$ cat config.mk
export PLATFORM = sky130hd
export DESIGN_NAME = contact_debounce
export DESIGN_NICKNAME = d
export VERILOG_FILES = /design/src/rtl/deb_pkg.sv /design/src/rtl/deb_sync.sv /design/src/rtl/deb_filter.sv /design/src/rtl/deb_edge.sv /design/src/rtl/contact_debounce.sv
export SDC_FILE = /design/constraint.sdc
export NUM_CORES = 1
export LEC_CHECK = 0
export BUFFER_PORTS_ARGS = -buffer_cell sky130_fd_sc_hd__buf_2
export CORE_MARGIN = 2
export CORE_UTILIZATION = 47
export CTS_CLUSTER_DIAMETER = 30
export DETAILED_ROUTE_END_ITERATION = 6
export PLACE_DENSITY = 0.76
export SLEW_MARGIN = 20
export SYNTH_ARGS = -nofsm -noshare
export SYNTH_HDL_FRONTEND = slang
export SYNTH_SLANG_ARGS = --single-unit
$ cat constraint.sdc
create_clock -name clk_i -period 1 [get_ports clk_i]
set_input_delay 0.1 -clock clk_i [delete_from_list [all_inputs] [get_ports clk_i]]
set_output_delay 0.1 -clock clk_i [all_outputs]
set_load 0.01 [all_outputs]
$ cat src/rtl/deb_pkg.sv
package deb_pkg;
  typedef enum logic {
    FLT_SHIFT = 1'b0,
    FLT_COUNT = 1'b1
  } flt_mode_e;
endpackage

$ cat src/rtl/deb_sync.sv
module deb_sync #(
  parameter int STAGES = 2
) (
  input  logic clk_i,
  input  logic rst_ni,
  input  logic d_i,
  output logic q_o
);
  logic [STAGES-1:0] chain_q;

  always_ff @(posedge clk_i or negedge rst_ni) begin
    if (!rst_ni) chain_q <= '0;
    else         chain_q <= {chain_q[STAGES-2:0], d_i};
  end

  assign q_o = chain_q[STAGES-1];
endmodule

$ cat src/rtl/deb_filter.sv
module deb_filter
  import deb_pkg::*;
#(
  parameter int        RUN_LEN = 12,
  parameter flt_mode_e MODE    = FLT_SHIFT
) (
  input  logic clk_i,
  input  logic rst_ni,
  input  logic smp_i,
  input  logic tick_i,
  output logic level_o
);
  logic level_q;

  generate
    if (MODE == FLT_SHIFT) begin : g_window
      logic [RUN_LEN-1:0] win_q;
      logic [RUN_LEN-1:0] win_nxt;
      assign win_nxt = {win_q[RUN_LEN-2:0], smp_i};

      always_ff @(posedge clk_i or negedge rst_ni) begin
        if (!rst_ni) begin
          win_q   <= '0;
          level_q <= 1'b0;
        end else if (tick_i) begin
          win_q <= win_nxt;
          if (&win_nxt)       level_q <= 1'b1;
          else if (~|win_nxt) level_q <= 1'b0;
        end
      end
    end else begin : g_count
      localparam int CW = $clog2(RUN_LEN + 1);
      localparam logic [CW-1:0] TOP = CW'(RUN_LEN);
      logic [CW-1:0] cnt_q;
      logic [CW-1:0] cnt_nxt;

      always_comb begin
        cnt_nxt = cnt_q;
        if (smp_i) begin
          if (cnt_q != TOP) cnt_nxt = cnt_q + 1'b1;
        end else begin
          if (cnt_q != '0)  cnt_nxt = cnt_q - 1'b1;
        end
      end

      always_ff @(posedge clk_i or negedge rst_ni) begin
        if (!rst_ni) begin
          cnt_q   <= '0;
          level_q <= 1'b0;
        end else if (tick_i) begin
          cnt_q <= cnt_nxt;
          if (cnt_nxt == TOP)     level_q <= 1'b1;
          else if (cnt_nxt == '0) level_q <= 1'b0;
        end
      end
    end
  endgenerate

  assign level_o = level_q;
endmodule

$ cat src/rtl/deb_edge.sv
module deb_edge #(
  parameter int PULSE_W = 1
) (
  input  logic clk_i,
  input  logic rst_ni,
  input  logic level_i,
  output logic rise_o,
  output logic fall_o
);
  localparam int PCW = $clog2(PULSE_W + 1);
  localparam logic [PCW-1:0] LOAD = PCW'(PULSE_W);

  logic       prev_q;
  logic [1:0] det;
  logic [1:0] act;

  always_ff @(posedge clk_i or negedge rst_ni) begin
    if (!rst_ni) prev_q <= 1'b0;
    else         prev_q <= level_i;
  end

  assign det[0] =  level_i & ~prev_q;
  assign det[1] = ~level_i &  prev_q;

  generate
    for (genvar c = 0; c < 2; c++) begin : g_chan
      logic [PCW-1:0] left_q;
      always_ff @(posedge clk_i or negedge rst_ni) begin
        if (!rst_ni)          left_q <= '0;
        else if (det[c])      left_q <= LOAD;
        else if (left_q != 0) left_q <= left_q - 1'b1;
      end
      assign act[c] = (left_q != '0);
    end
  endgenerate

  assign rise_o = act[0];
  assign fall_o = act[1];
endmodule

$ cat src/rtl/contact_debounce.sv
module contact_debounce
  import deb_pkg::*;
#(
  parameter int        SYNC_STAGES   = 2,
  parameter int        RUN_LEN       = 12,
  parameter flt_mode_e FILTER_MODE   = FLT_SHIFT,
  parameter int        SRC_PERIOD_NS = 10,
  parameter int        DST_PERIOD_NS = 10
) (
  input  logic clk_i,
  input  logic rst_ni,
  input  logic raw_i,
  input  logic tick_i,
  output logic level_o,
  output logic rise_o,
  output logic fall_o
);
  localparam int RATIO   = (DST_PERIOD_NS + SRC_PERIOD_NS - 1) / SRC_PERIOD_NS;
  localparam int PULSE_W = (RATIO < 1) ? 1 : RATIO;

  logic smp;
  logic level;

  deb_sync #(.STAGES(SYNC_STAGES)) u_sync (
    .clk_i (clk_i),
    .rst_ni(rst_ni),
    .d_i   (raw_i),
    .q_o   (smp)
  );

  deb_filter #(.RUN_LEN(RUN_LEN), .MODE(FILTER_MODE)) u_filt (
    .clk_i  (clk_i),
    .rst_ni (rst_ni),
    .smp_i  (smp),
    .tick_i (tick_i),
    .level_o(level)
  );

  deb_edge #(.PULSE_W(PULSE_W)) u_edge (
    .clk_i  (clk_i),
    .rst_ni (rst_ni),
    .level_i(level),
    .rise_o (rise_o),
    .fall_o (fall_o)
  );

  assign level_o = level;
endmodule

==> reports/qor.txt, run 1 <==
Max Slew Vio Count = 0
initial antenna violation count = 0
final period utilization = 1.07
Vias per Instance = 5.33
pwr/cell area = 2040 mW/mm²
RSZ-0062 raised after global routing = true
violated checks = negative setup slack
number of port buffers = 6
num ports = 7
CTS tree = yes
Pleak = 0.000389 µW
vias in the first global route = 419
CP Cell Sequence = nor4_2, nand4_1, a21o_1
mean routed wirelength per cell = 12.9 µm
DRC viols = 0
CP required = 1.17 ns
slew margin rel. = 0.756
Clock Latency Late Sink = 0.28 ns
minimum clock period = 1.07 ns
htree depth = 1
Detailed Route Iter0 Violations = 10
RR Endpoint = u_filt.level_o$_DFFE_PN0P_
n_diodes = 0
gr usage total = 0.162
CTS max path bufs = 2
Hold Path Depth = 2
CTS Buf Count = 3
most frequent cells in the layout = dfrtp_1, mux2_2, buf_4
FF-to-FF Start = u_filt.g_window.win_q[7]$_DFFE_PN0P_
Power Total = 1630 µW
setup ws final = -0.0749 ns
fin util = 0.622
internal reg-to-reg setup slack = -0.07 ns
R2R depth = 3
syn_nets = 47
final setup fails = 1
HPWL Detailed = 739 µm
max cap viols = 0
Starting Density = 0.501
Worst Max-Slew Pin Slew = 0.366 ns
sequential fraction of the synthesis area = 0.660
critical path class = reg -> reg
Final TNS setup = -0.0749 ns
Yosys Warn Count = 0
peak supply drop = 1.05 mV
HP Class = in -> reg
post-cts resize count = 0
final wirelength = 1.01 mm
WHS Endpoint = u_filt.g_window.win_q[7]$_DFFE_PN0P_
largest area contributor in the netlist = dfrtp_1
Post-DRT Antenna Nets = 0
status = complete, but fails checks
Clock Pin Slew Worst Setup and Hold Paths = 0.09 ns
Slowest cell on crit path = dfrtp_1
Pre-antenna DRT Iters = 4
first-pass GRT wire length = 1.71 mm
#FFs+latches synth = 17
clock skew = 0.00424 ns
post-synth cell types = 15
Synth Instances = 43
layout cells sized above 1 = 0.476
commonest non-fill, non-tap cell in the layout = dfrtp_1
die area = 0.00168 mm²
CP max stage delay = 0.42 ns
Mean Syn Cell Area = 15.0 µm²
Synth-to-Final Area Change = 24.1%
Startpoint Class = flip-flop
Max FO, Critical Path = 3
total gr overflow = 0
fin nets = 68
Final Hold Viols = 0
post-synth top area share = 0.660
GP Congestion = 0.741
Die H = 41.0 µm
Clock Sink Count = 17
CORE AREA = 0.00128 mm²
Vias = 416
WP data arrival = 1.25 ns
maximum number of pins on one net before global-route repair = 18
Mapped Area = 644 µm²
synth top area cells = dfrtp_1, mux2_2, nand4_1, nor4b_2, nor2b_1
Die X = 41.0 µm
CP endpoint kind = flip-flop
Root Driver = clkbuf_4
fmax = 930 MHz
std cell rows = 13
Hold Crit Start = tick_i
==> what timing repair did <==
| action | in CTS | in global routing |
|---|---|---|
| endpoints found under the setup margin | 1 | 2 |
| gates cloned | 0 | 0 |
| hold buffers | 2 | 0 |
| hold endpoints to repair | 18 | 0 |
| buffers inserted | 0 | 1 |
==> registers in the layout (all words and copies together) (netlist names) <==
register	flops
u_edge.fall_o	1
u_sync.chain_q	2
u_filt.g_window.win_q	11
u_filt.level_o	1
u_edge.rise_o	1
u_edge.prev_q	1
==> power by group <==
part,leakage (µW),switching (µW),internal (µW)
Sequential,0.000214,130,823
Clock,0.0000150,190,154
Combinational,0.000160,111,221
==> final cells by class <==
type	count	area, µm²
Sequential cell	17	425
Tap cell	15	18.8
Inverter	1	3.75
Fill cell	103	485
Multi-Input combinational cell	24	208
Timing Repair Buffer	17	118
Clock buffer	4	26.3
==> layer usage <==
layer	part of all wire	track usage
met1	0.45	0.181
met2	0.51	0.289
met3	0.044	0.0326
met4	0	0.0750
met5	0	0
==> cells by family after synthesis <==
family                 synth area share
flip-flops                        0.660
buffers and inverters            0.0175
multiplexers                      0.175
AO/OA/AOI/OAI                    0.0194
AND/OR/NAND/NOR                   0.128
==> synthesized netlist by cell type, drive strengths merged <==
cell type and instances:
inv 1, a21o 1, o21ai 1, nor4b 1, nand2 1, dfrtp 17, nand3 1, nand4 3
nor2 1, nor2b 2, buf 1, nor4 2, mux2 10, nor3 1
==> worst max path at each step <==
stage | cells after the start | start | slack, ns | endpoint
6_report | 3 | u_filt.g_window.win_q[7]$_DFFE_PN0P_ | -0.07 | u_filt.level_o$_DFFE_PN0P_
5_1_grt | 3 | u_filt.g_window.win_q[7]$_DFFE_PN0P_ | -0.16 | u_filt.level_o$_DFFE_PN0P_
4_1_cts | 3 | u_filt.g_window.win_q[7]$_DFFE_PN0P_ | -0.09 | u_filt.level_o$_DFFE_PN0P_
3_5_place_dp | 3 | u_filt.g_window.win_q[7]$_DFFE_PN0P_ | -0.07 | u_filt.level_o$_DFFE_PN0P_
3_3_place_gp | 3 | u_filt.g_window.win_q[7]$_DFFE_PN0P_ | -0.07 | u_filt.level_o$_DFFE_PN0P_
2_1_floorplan | 3 | u_sync.chain_q[1]$_DFF_PN0_ | -0.003 | u_filt.level_o$_DFFE_PN0P_
==> critical path: cells and delay by family (launching register included) <==
kind,cells,cell delay (ns)
simple gates,2,0.39
compound gates,1,0.17
flops,1,0.42
==> per-stage QoR <==
stage / instances / cell area (µm²) / setup WS, ns / hold WS [ns]
floorplan: 43 / 644 / -0.00302 / -0.196
CTS: 77 / 792 / -0.0932 / 0.166
finish: 78 / 800 / -0.0749 / 0.179
global placement: 71 / 746 / -0.0666 / 0.0372
global route: 78 / 800 / -0.156 / 0.160
detailed placement: 71 / 746 / -0.0726 / 0.0375
Note: power is estimated with default switching activity, not from simulation.
==> inputs of run 2 (changes only) <==
--- a/config.mk
+++ b/config.mk
@@ -10,7 +10,7 @@
 export CORE_UTILIZATION = 47
 export CTS_CLUSTER_DIAMETER = 30
 export DETAILED_ROUTE_END_ITERATION = 6
-export PLACE_DENSITY = 0.76
+export PLACE_DENSITY = 0.73
 export SLEW_MARGIN = 20
 export SYNTH_ARGS = -nofsm -noshare
 export SYNTH_HDL_FRONTEND = slang
==> reports/qor.txt, run 2 (synthesis results as in run 1) <==
Largest register FFs = 11
fin util = 0.656
CP Cell Sequence = nor4_2, nand4_1, a21o_1
num ports = 7
fillers = 107
initial antenna violation count = 0
HP Class = in -> reg
most frequent cells in the layout = dfrtp_1, buf_4, mux2_2
CP max stage delay = 0.42 ns
clock skew = 0.00129 ns
CTS max path bufs = 2
CP required = 1.18 ns
maximum number of pins on one net before global-route repair = 18
Root Driver = clkbuf_4
final period utilization = 1.10
Vias per Instance = 5.01
first-pass GRT wire length = 1.70 mm
Hold Path Depth = 2
Clock Sink Count = 17
WP data arrival = 1.28 ns
vias in the first global route = 397
GP Congestion = 0.703
largest register by flop count = u_filt.g_window.win_q
pwr/cell area = 2050 mW/mm²
Synth-to-Final Area Change = 30.9%
Clock Latency Late Sink = 0.28 ns
dpl ws = -0.133 ns
std cell rows = 13
RSZ-0062 raised after global routing = true
layout cells sized above 1 = 0.522
R2R depth = 3
Post-DRT Antenna Nets = 0
dpl cells = 70
Final Hold Viols = 0
htree depth = 1
violated checks = negative setup slack
CP endpoint kind = flip-flop
Die H = 41.0 µm
CORE AREA = 0.00128 mm²
fin nets = 72
minimum clock period = 1.10 ns
max cap viols = 0
peak supply drop = 1.21 mV
number of port buffers = 6
commonest non-fill, non-tap cell in the layout = dfrtp_1
n_diodes = 0
HPWL Detailed = 790 µm
Clock Pin Slew Worst Setup and Hold Paths = 0.09 ns
Vias = 411
die area = 0.00168 mm²
Pleak = 0.000415 µW
total gr overflow = 0
slew margin rel. = 0.750
Startpoint Class = flip-flop
largest registers = u_filt.g_window.win_q x11, u_sync.chain_q x2
Detailed Route Iter0 Violations = 1
gr usage total = 0.165
Pre-antenna DRT Iters = 2
final wirelength = 1.18 mm
CTS tree = yes
status = complete, but fails checks
Max FO, Critical Path = 3
mean routed wirelength per cell = 14.4 µm
CTS Buf Count = 3
fmax = 908 MHz
Max Slew Vio Count = 0
DRC viols = 0
Worst Max-Slew Pin Slew = 0.375 ns
Die X = 41.0 µm
Post-Layout Cell Count = 82
critical path class = reg -> reg
Slowest cell on crit path = dfrtp_1
setup ws final = -0.101 ns
final setup fails = 1
Starting Density = 0.501
[run 2: changes by cell type in the layout (fill, tap and decap cells not counted)]
cell	change
buf_4	+3
buf_6	+1
mux2_2	-1
mux2_4	+1
nor4_1	-1
nor4_2	+1
[run 2: critical path: cells and delay by family, from the launching register on]
family	cells	cell delay, ns
AO/OA/AOI/OAI	1	0.18
flip-flops	1	0.42
AND/OR/NAND/NOR	2	0.40
[run 2: stage by stage]
step	cell area [µm²]	hold slack, ns	TNS, ns	power [µW]
after global routing	843	0.227	-0.147	1820
after global placement	738	0.0313	-0.103	1250
after CTS	822	0.201	-0.160	1730
after detailed placement	738	0.0332	-0.133	1280
after floorplan	644	-0.196	-0.00302	1110
final	843	0.213	-0.101	1730
[run 2: worst paths after layout]
kind                                                      startpoint                               endpoint  slack [ns]
worst min register to register           u_sync.chain_q[0]$_DFF_PN0_            u_sync.chain_q[1]$_DFF_PN0_        0.36
worst max-delay path            u_filt.g_window.win_q[7]$_DFFE_PN0P_             u_filt.level_o$_DFFE_PN0P_       -0.10
worst min-delay path                                          tick_i   u_filt.g_window.win_q[1]$_DFFE_PN0P_        0.21
min in group asynchronous                                     rst_ni   u_filt.g_window.win_q[9]$_DFFE_PN0P_        0.25
worst max register to register  u_filt.g_window.win_q[7]$_DFFE_PN0P_             u_filt.level_o$_DFFE_PN0P_       -0.10
max in group asynchronous                                     rst_ni  u_filt.g_window.win_q[10]$_DFFE_PN0P_        0.48
[run 2: where the power goes]
group	internal (µW)	switching [µW]	total, µW
Combinational	280	141	421
Clock	155	198	353
Sequential	823	132	955
[run 2: area by class of cell]
type                       instances  area, µm²  share of cell area
sequential                        17        425               0.504
clock buffer                       4       26.3              0.0312
inverter                           1       3.75             0.00445
tap                               15       18.8              0.0223
multi-input combinational         24        218               0.258
timing repair buffer              21        151               0.180
[run 2: layer usage]
layer | part of all wire | GRT usage | vias to the layer above | wire length, µm
met3 | 0.029 | 0.0326 | 4 | 34
met1 | 0.43 | 0.193 | 195 | 512
met5 | 0 | 0 | - | 0
li1 | - | - | 205 | -
met2 | 0.51 | 0.273 | 7 | 607
met4 | 0.021 | 0.100 | 0 | 25
[run 2: repair_timing]
action	4_1_cts	5_1_grt
hold buffers	2	0
endpoints found under the hold margin	18	0
setup endpoints to repair	1	3
setup buffers	5	2
gates resized for setup	0	3
pin swaps	1	2
